[config.mk]
export PLATFORM = sky130hd
export DESIGN_NAME = rtc_calendar_core
export DESIGN_NICKNAME = d
export VERILOG_FILES = /design/src/rtl/rtc_cal_pkg.sv /design/src/rtl/rtc_bcd_field.sv /design/src/rtl/rtc_century.sv /design/src/rtl/rtc_stop_flag.sv /design/src/rtl/rtc_calendar_core.sv
export SDC_FILE = /design/constraint.sdc
export NUM_CORES = 1
export LEC_CHECK = 0
export ABC_AREA = 1
export CAP_MARGIN = 40
export CORE_ASPECT_RATIO = 0.75
export CORE_MARGIN = 2
export CORE_UTILIZATION = 40
export CTS_BUF_LIST = sky130_fd_sc_hd__clkbuf_4 sky130_fd_sc_hd__clkbuf_8 sky130_fd_sc_hd__clkbuf_16
export DETAILED_ROUTE_END_ITERATION = 8
export PLACE_DENSITY = 0.65
export SKIP_CTS_REPAIR_TIMING = 1
export SYNTH_ARGS = -nofsm -noshare
export SYNTH_HDL_FRONTEND = slang
export SYNTH_SLANG_ARGS = --single-unit
[constraint.sdc]
create_clock -name clk -period 4.6 [get_ports clk]
set_input_delay 0.92 -clock clk [delete_from_list [all_inputs] [get_ports clk]]
set_output_delay 0.92 -clock clk [all_outputs]
set_load 0.05 [all_outputs]
[src/rtl/rtc_cal_pkg.sv]
package rtc_cal_pkg;

  localparam int BYTE_W  = 8;
  localparam int N_FIELD = 7;

  typedef enum logic [2:0] {
    A_SEC  = 3'd0,
    A_MIN  = 3'd1,
    A_HOUR = 3'd2,
    A_DOW  = 3'd3,
    A_DATE = 3'd4,
    A_MON  = 3'd5,
    A_YEAR = 3'd6,
    A_FLAG = 3'd7
  } cal_addr_e;

  // Next packed-BCD value; a low digit of 9 or more carries.
  function automatic logic [BYTE_W-1:0] bcd_inc(input logic [BYTE_W-1:0] v);
    if (v[3:0] >= 4'd9) return {v[7:4] + 4'd1, 4'd0};
    return {v[7:4], v[3:0] + 4'd1};
  endfunction

  // 10*T + O is divisible by 4 exactly when 2*T + O is.
  function automatic logic bcd_leap(input logic [BYTE_W-1:0] y);
    logic [4:0] s;
    s = {1'b0, y[3:0]} + (y[4] ? 5'd2 : 5'd0);
    return (s[1:0] == 2'b00);
  endfunction

  function automatic logic [BYTE_W-1:0] bcd_month_len(input logic [BYTE_W-1:0] m,
                                                      input logic [BYTE_W-1:0] y);
    case (m)
      8'h02:                      return bcd_leap(y) ? 8'h29 : 8'h28;
      8'h04, 8'h06, 8'h09, 8'h11: return 8'h30;
      default:                    return 8'h31;
    endcase
  endfunction

endpackage

[src/rtl/rtc_bcd_field.sv]
module rtc_bcd_field #(
  parameter int          FW = 7,
  parameter logic [7:0]  LO = 8'h00
) (
  input  logic          clk,
  input  logic          rst,
  input  logic          load,
  input  logic [FW-1:0] load_val,
  input  logic          step,
  input  logic [7:0]    limit,
  output logic [FW-1:0] val,
  output logic          at_limit
);
  logic [7:0] ext;

  assign ext      = 8'(val);
  assign at_limit = (ext == limit);

  always_ff @(posedge clk) begin
    if (rst)       val <= LO[FW-1:0];
    else if (load) val <= load_val;
    else if (step) val <= at_limit ? LO[FW-1:0] : FW'(rtc_cal_pkg::bcd_inc(ext));
  end
endmodule

[src/rtl/rtc_century.sv]
module rtc_century (
  input  logic       clk,
  input  logic       rst,
  input  logic       load,
  input  logic [1:0] load_val,
  input  logic       roll,
  output logic       en_o,
  output logic       cent_o
);
  always_ff @(posedge clk) begin
    if (rst) begin
      en_o   <= 1'b0;
      cent_o <= 1'b0;
    end else if (load) begin
      en_o   <= load_val[1];
      cent_o <= load_val[0];
    end else if (roll && en_o) begin
      cent_o <= ~cent_o;
    end
  end
endmodule

[src/rtl/rtc_stop_flag.sv]
module rtc_stop_flag (
  input  logic clk,
  input  logic rst,
  input  logic running,
  input  logic clr_wr,
  input  logic clr_bit,
  output logic flag_o
);
  logic run_q;
  logic stop_evt;

  assign stop_evt = run_q & ~running;

  always_ff @(posedge clk) begin
    if (rst) begin
      run_q  <= 1'b0;
      flag_o <= 1'b1;
    end else begin
      run_q <= running;
      if (stop_evt)                flag_o <= 1'b1;
      else if (clr_wr && !clr_bit) flag_o <= 1'b0;
    end
  end
endmodule

[src/rtl/rtc_calendar_core.sv]
module rtc_calendar_core (
  input  logic       clk,
  input  logic       rst,
  input  logic       tick,
  input  logic       osc_lost,
  input  logic       wr_en,
  input  logic [2:0] wr_addr,
  input  logic [7:0] wr_data,
  output logic [7:0] sec_o,
  output logic [7:0] min_o,
  output logic [7:0] hour_o,
  output logic [7:0] dow_o,
  output logic [7:0] date_o,
  output logic [7:0] month_o,
  output logic [7:0] year_o,
  output logic       stop_flag_o
);
  import rtc_cal_pkg::*;

  localparam int         FW_T [N_FIELD] = '{7, 7, 6, 3, 6, 5, 8};
  localparam logic [7:0] LO_T [N_FIELD] = '{8'h00, 8'h00, 8'h00, 8'h01, 8'h01, 8'h01, 8'h00};

  logic [N_FIELD-1:0][7:0] vals;
  logic [N_FIELD-1:0][7:0] limits;
  logic [N_FIELD-1:0]      steps;
  logic [N_FIELD-1:0]      atl;
  logic [N_FIELD-1:0]      loads;

  logic halt_q, running, adv;
  logic min_step, hr_step, day_roll, week_roll, mon_step, year_step, year_roll;
  logic cen_en, cent;

  // Named events used by the counters and by the checker.
  assign running   = ~halt_q & ~osc_lost;
  assign adv       = tick & ~wr_en & running;
  assign min_step  = adv & atl[0];
  assign hr_step   = min_step & atl[1];
  assign day_roll  = hr_step & atl[2];
  assign week_roll = day_roll & atl[3];
  assign mon_step  = day_roll & atl[4];
  assign year_step = mon_step & atl[5];
  assign year_roll = year_step & atl[6];

  assign steps = {year_step, mon_step, day_roll, day_roll, hr_step, min_step, adv};

  always_comb begin
    limits[0] = 8'h59;
    limits[1] = 8'h59;
    limits[2] = 8'h23;
    limits[3] = 8'h07;
    limits[4] = bcd_month_len(vals[5], vals[6]);
    limits[5] = 8'h12;
    limits[6] = 8'h99;
  end

  for (genvar i = 0; i < N_FIELD; i++) begin : g_fld
    localparam int FW = FW_T[i];
    logic [FW-1:0] v;

    assign loads[i] = wr_en && (wr_addr == 3'(i));

    rtc_bcd_field #(.FW(FW), .LO(LO_T[i])) u_fld (
      .clk      (clk),
      .rst      (rst),
      .load     (loads[i]),
      .load_val (wr_data[FW-1:0]),
      .step     (steps[i]),
      .limit    (limits[i]),
      .val      (v),
      .at_limit (atl[i])
    );

    assign vals[i] = 8'(v);
  end

  always_ff @(posedge clk) begin
    if (rst)           halt_q <= 1'b0;
    else if (loads[0]) halt_q <= wr_data[7];
  end

  rtc_century u_cent (
    .clk      (clk),
    .rst      (rst),
    .load     (loads[2]),
    .load_val (wr_data[7:6]),
    .roll     (year_roll),
    .en_o     (cen_en),
    .cent_o   (cent)
  );

  rtc_stop_flag u_flag (
    .clk     (clk),
    .rst     (rst),
    .running (running),
    .clr_wr  (wr_en && (wr_addr == A_FLAG)),
    .clr_bit (wr_data[7]),
    .flag_o  (stop_flag_o)
  );

  assign sec_o   = {halt_q, vals[0][6:0]};
  assign min_o   = vals[1];
  assign hour_o  = {cen_en, cent, vals[2][5:0]};
  assign dow_o   = vals[3];
  assign date_o  = vals[4];
  assign month_o = vals[5];
  assign year_o  = vals[6];
endmodule

==> results of run 1 <==
[stage by stage]
stage	utilization (%)	instance area, um2
6_report	50.6	4240
5_1_grt	50.6	4240
4_1_cts	50.6	4240
3_5_place_dp	48.5	4070
3_3_place_gp	48.5	4070
2_1_floorplan	-	3470
[path summary, 6_finish.rpt]
check | start | end | slack [ns] | cells after the start
worst max-delay path | wr_addr[1] | g_fld[6].u_fld.val[3] | 1.80 | 10
worst min-delay path | u_flag.flag_o | u_flag.flag_o | 0.47 | 2
worst min register to register | u_flag.flag_o | u_flag.flag_o | 0.47 | 2
worst max register to register | g_fld[5].u_fld.val[0] | g_fld[6].u_fld.val[6] | 2.41 | 14
[registers in the layout, summed over array words and instances, names as in the netlist]
signal / count
halt_q: 1
u_cent.en_o: 1
g_fld.u_fld.val: 42
u_cent.cent_o: 1
u_flag.run_q: 1
u_flag.flag_o: 1
[synthesized netlist by cell type (all sizes together)]
master and n:
nand2 105, inv 80, nor2 51, dfxtp 47
a21oi 38, nand3 34, ha 29, o21ai 22
buf 17, a31oi 13, o22ai 12, xor2 9
nand4 6, nor3 6, clkbuf 5, a32oi 4
xnor2 3, a221oi 2, clkinv 2, o2111ai 2
o211ai 2, o31ai 2, or2 2, a22oi 1
and2 1, conb 1, nor3b 1, nor4 1
o32ai 1
[metal layers]
layer | vias up | wire length (um) | global-route usage [%]
met1 | 1548 | 4550 | 27.8
li1 | 1724 | - | -
met2 | 105 | 3960 | 30.1
met3 | 9 | 572 | 3.61
met5 | - | 0 | 0
met4 | 0 | 100 | 6.25
[layout by cell type, fill, tap and decap left out, types with 5 or more instances in the layout]
cell type and instances:
a21oi_1 32, a21oi_2 6, a31oi_1 13, clkbuf_16 5, clkdlybuf4s50_1 61, conb_1 11, dfxtp_1 47, ha_1 29
inv_1 76, nand2_1 94, nand2_2 7, nand3_1 32, nand4_1 6, nor2_1 46, o21ai_0 22, o22ai_1 12
xor2_1 9
[power groups by stage]
| stage | Clock, mW | Combinational [mW] | Sequential, mW |
|---|---|---|---|
| 6_report | 0.427 | 0.157 | 0.426 |
| 3_3_place_gp | 0 | 0.155 | 0.435 |
| 3_5_place_dp | 0 | 0.156 | 0.435 |
| 2_1_floorplan | 0 | 0.0899 | 0.457 |
| 4_1_cts | 0.436 | 0.157 | 0.426 |
| 5_1_grt | 0.455 | 0.170 | 0.427 |
[worst reg2reg max path, delay by kind of cell (launching register included)]
family	cells	cell delay [ns]
buffers and inverters	2	0.19
DFF	1	0.43
adders and majority gates	1	0.28
and+or+nand+nor	11	1.18
[cell families after synthesis]
family	after synthesis	synth area share, %
DFF	47	27.4
AOI/OAI and AO/OA	99	17.4
adders and majority gates	29	10.6
and+or+nand+nor	207	27.8
other	1	0.109
xor gates and xnor gates	12	3.06
buffers and inverters	104	13.7
[cell type report]
class                      instances  share of cell area [%]
clock buffer                       6                    3.28
clock inverter                     2                   0.826
inverter                          82                    7.38
multi-input combinational        358                    48.6
sequential                        47                    22.2
tap                              108                    3.19
timing repair buffer              62                    14.6
==> flow_summary.yaml, run 1 <==
timing:
  setup_viol: 0
  hold_violations: 0
  period_needed_ns: 2.80
  fin_tns_setup_ns: 0
  layout_setup_ws_ns: 1.80
  max_slew.worst_pin.slew_ns: 0.614
  finalCritPeriodShare_pct: 60.9
  slew_headroom_pct: 59.0
  hold_ws_ns: 0.469
  drv_slew: 0
  clock_skew_ns: 0.00507
  clock.fmax_ghz: 0.357
  rsz0062_at_grt: "no"
final_layout:
  n_antenna_cell: 0
  stdcell_count: 665
  syn2layout_area_growth_pct: 23.6
  multi_input_area_mm2: 0.00206
  final_nets: 601
  drive_gt1_share_pct: 7.54
  register_area_um2: 941
  fillCellCount: 824
global_routing:
  grt_pass1_wl_um: 14800
  grt.total_usage_pct: 19.6
  antenna_found_initial: 0
  grt_max_degree: 30
  grt_pass1_vias: 3058
  overflow: 0
cts:
  clock_latency_ns: 0.29
  numCtsBuffers: 5
  cts_sinks: 47
  root_buffer: "clkbuf_16"
  ctsHtreeMaxLevel: 2
  clock_path_buffers: 2
  cts_tree: "done"
  clk_pin_slew_ns: 0.07
worst_setup_path:
  crit_required_ns: 4.82
  slowest_stage: "clkdlybuf4s50_1"
  worst-setup-path-type: "primary input to flop"
  arrival_ns: 3.03
  cp_top_family: "buffers and inverters"
  path_buf_inv: 4
  cp_max_fo: 16
  critPathCaptureType: "flop"
  crit_path_max_incr_delay_ns: 0.47
  crit_path_start_kind: "primary input"
  cp_cell_sequence: "clkdlybuf4s50_1 -> inv_1 -> nor2_1 -> inv_1 -> nor2_1 -> inv_1 -> nand2_1 -> o32ai_1 -> nand2_2 -> a21oi_2"
  crit_top_cell: "inv_1"
logic_synthesis:
  syn_inst: 499
  ys_warn_count: 0
  syn_area_per_cell_um2: 6.88
  synthTopCellsByArea: "dfxtp_1 27%, ha_1 11%, nand2_1 10%"
  syn_area_mm2: 0.00343
  synth_seq_cells: 47
  synth_top_area_cell: "dfxtp_1"
  yosysSeqAreaShare_pct: 27.4
  synth_top_area_share_pct: 27.4
  yosys.cell_types.count: 42
die:
  core-area_mm2: 0.00838
  dieArea_mm2: 0.00935
  io-pin-count: 73
  fp.dieW_um: 111
  fp-row-count: 29
  start_util_pct: 40.9
  die_y_um: 84.2
power_and_ir_drop:
  combPwrFrac_pct: 15.6
  p_leak_nw: 1.82
  p_int_uw: 733
  p_seq_share_pct: 42.2
  power_frac_clock_pct: 42.3
  switching_share_pct: 27.4
  peakVddDrop_mv: 0.222
  p_sw_uw: 277
  p_total_mw: 1.01
  powerDensity_mw_per_mm2: 238
placed_design:
  pre_cts_ws_ns: 1.53
  place_congestion: 0.932
  dp_hpwl_um: 6970
  io_buffer_count: 61
  dp.cells: 657
routing:
  drtIter0Drc: 261
  first_pass_iters: 5
  wl_per_cell_um: 13.8
  totalWireLength_um: 9190
  routed-via-count: 3386
  viasPerCell: 5.09
  drc_errors: 0
  ant_nets: 0
status:
  outcome: "complete, no violations"
job:
  drv_cap: 0
min_path:
  hp-class: "flop to flop"
No activity file was read; power rests on OpenSTA's default activity.
==> run 2, diff against run 1 <==
Clock period 4.6 ns to 2.61 ns, I/O delays scaled along.
==> run 2 against run 1 <==
Effect of this change: global-route usage shrank 0.067 points; clock-buffer cell count is 1 lower; via count decreased by 0.44%; first-iteration DRC count down 22%; total power is 73% higher; critical path depth shrank 9; combinational power up 81%; largest power group is now sequential cells; highest routed layer unchanged.
==> flow_summary.yaml, run 2 (synthesis gave the netlist of run 1 again) <==
worst_setup_path:
  slowest_stage: "clkdlybuf4s50_1"
  cp_max_fo: 8
  arrival_ns: 1.70
  worst-setup-path-type: "flop to output port"
  r2r-start: "g_fld[5].u_fld.val[0]"
  crit_path_max_incr_delay_ns: 0.87
  cp_top_family: "buffers and inverters"
  cp_cell_sequence: "clkdlybuf4s50_1"
  crit_required_ns: 2.09
  crit_start: "g_fld[5].u_fld.val[2]"
  critPathCaptureType: "output port"
  path_buf_inv: 1
  crit_path_start_kind: "flop"
timing:
  max_slew.worst_pin.slew_ns: 0.631
  clock.fmax_ghz: 0.450
  fin_tns_setup_ns: 0
  drv_slew: 0
  clock_skew_ns: 0.00327
  period_needed_ns: 2.22
  slew_headroom_pct: 57.9
  hold_violations: 0
  rsz0062_at_grt: "no"
  setup_viol: 0
  finalCritPeriodShare_pct: 85.1
global_routing:
  grt.total_usage_pct: 19.5
  antenna_found_initial: 0
  grt_max_degree: 29
  grt_pass1_wl_um: 15000
  overflow: 0
  grt_pass1_vias: 3088
placed_design:
  dp_hpwl_um: 7000
  place_congestion: 0.885
  place_area_mm2: 0.00413
  io_buffer_count: 61
final_layout:
  largest_reg_flops: 42
  n_antenna_cell: 0
  final_common_cell: "nand2_1"
  final_nets: 609
  top_register: "g_fld.u_fld.val"
  drive_gt1_share_pct: 8.69
  finish.utilization_pct: 51.2
  syn2layout_area_growth_pct: 25.0
  layout_common_cells: "94 x nand2_1, 76 x inv_1, 61 x clkdlybuf4s50_1, 47 x dfxtp_1, 46 x nor2_1"
  design_area_mm2: 0.00429
  fillCellCount: 832
cts:
  ctsHtreeMaxLevel: 2
  root_buffer: "clkbuf_16"
  cts_sinks: 47
  cts_tree: "done"
  clk_pin_slew_ns: 0.06
  clock_path_buffers: 2
  clock_latency_ns: 0.28
  numCtsBuffers: 5
power_and_ir_drop:
  peakVddDrop_mv: 0.289
  powerDensity_mw_per_mm2: 408
  p_leak_nw: 1.85
die:
  io-pin-count: 73
  dieArea_mm2: 0.00935
  fp.dieW_um: 111
  die_y_um: 84.2
  core-area_mm2: 0.00838
  start_util_pct: 40.9
  fp-row-count: 29
routing:
  first_pass_iters: 5
  wl_per_cell_um: 13.5
  routed-via-count: 3371
  drc_errors: 0
  ant_nets: 0
  drtIter0Drc: 204
  totalWireLength_um: 9080
  viasPerCell: 5.02
status:
  outcome: "complete, no violations"
job:
  drv_cap: 0
min_path:
  worstHoldStart: "u_flag.flag_o"
  hp-class: "flop to flop"
[run 2: cell types whose count changed in the layout (fill, tap and decap cells not counted), sizes merged]
cell and delta:
buf +8, clkinv -1, clkinvlp +1, clkbuf -1
[run 2: area by class of cell]
type                       instances  area (um2)  area share (%)
timing repair buffer              70         678            15.8
tap                              108         135            3.15
sequential                        47         941            21.9
multi-input combinational        358        2060            48.0
clock inverter                     2        37.5           0.875
inverter                          82         313            7.29
clock buffer                       5         125            2.92
[run 2: path summary, 6_finish.rpt]
check	end	depth (start not counted)	slack, ns
worst max register to register	g_fld[6].u_fld.val[6]	14	0.45
worst min register to register	u_flag.flag_o	2	0.47
worst max-delay path	month_o[2]	1	0.39
worst min-delay path	u_flag.flag_o	2	0.47
[run 2: report_power, final]
part,leakage [nW],internal (mW),switching (mW),total (mW)
Sequential,0.381,0.732,0.0186,0.751
Clock,0.0759,0.446,0.270,0.717
Combinational,1.39,0.0884,0.196,0.284
Total,1.85,1.27,0.484,1.75
[run 2: tightest hold or removal path: cells and delay by family, from the launching register on]
family	cells	cell delay (ns)
AOI/OAI and AO/OA	1	0.06
and+or+nand+nor	1	0.05
DFF	1	0.32
[run 2: per-layer routing]
metal / wire length [um] / global-route usage [%]
met1: 4660 / 28.9
met3: 537 / 3.32
met4: 71 / 3.52
met2: 3820 / 30.0
met5: 0 / 0
[run 2: metrics by stage]
| stage | hold slack [ns] | std cells | worst slack, ns | total power, mW |
|---|---|---|---|---|
| after floorplan | 0.417 | 509 | 0.280 | 0.964 |
| after global placement | 0.462 | 665 | 0.192 | 1.05 |
| after detailed placement | 0.471 | 665 | 0.127 | 1.05 |
| after CTS | 0.481 | 672 | 0.386 | 1.77 |
| after global routing | 0.516 | 672 | 0.165 | 1.82 |
| final | 0.473 | 672 | 0.388 | 1.75 |
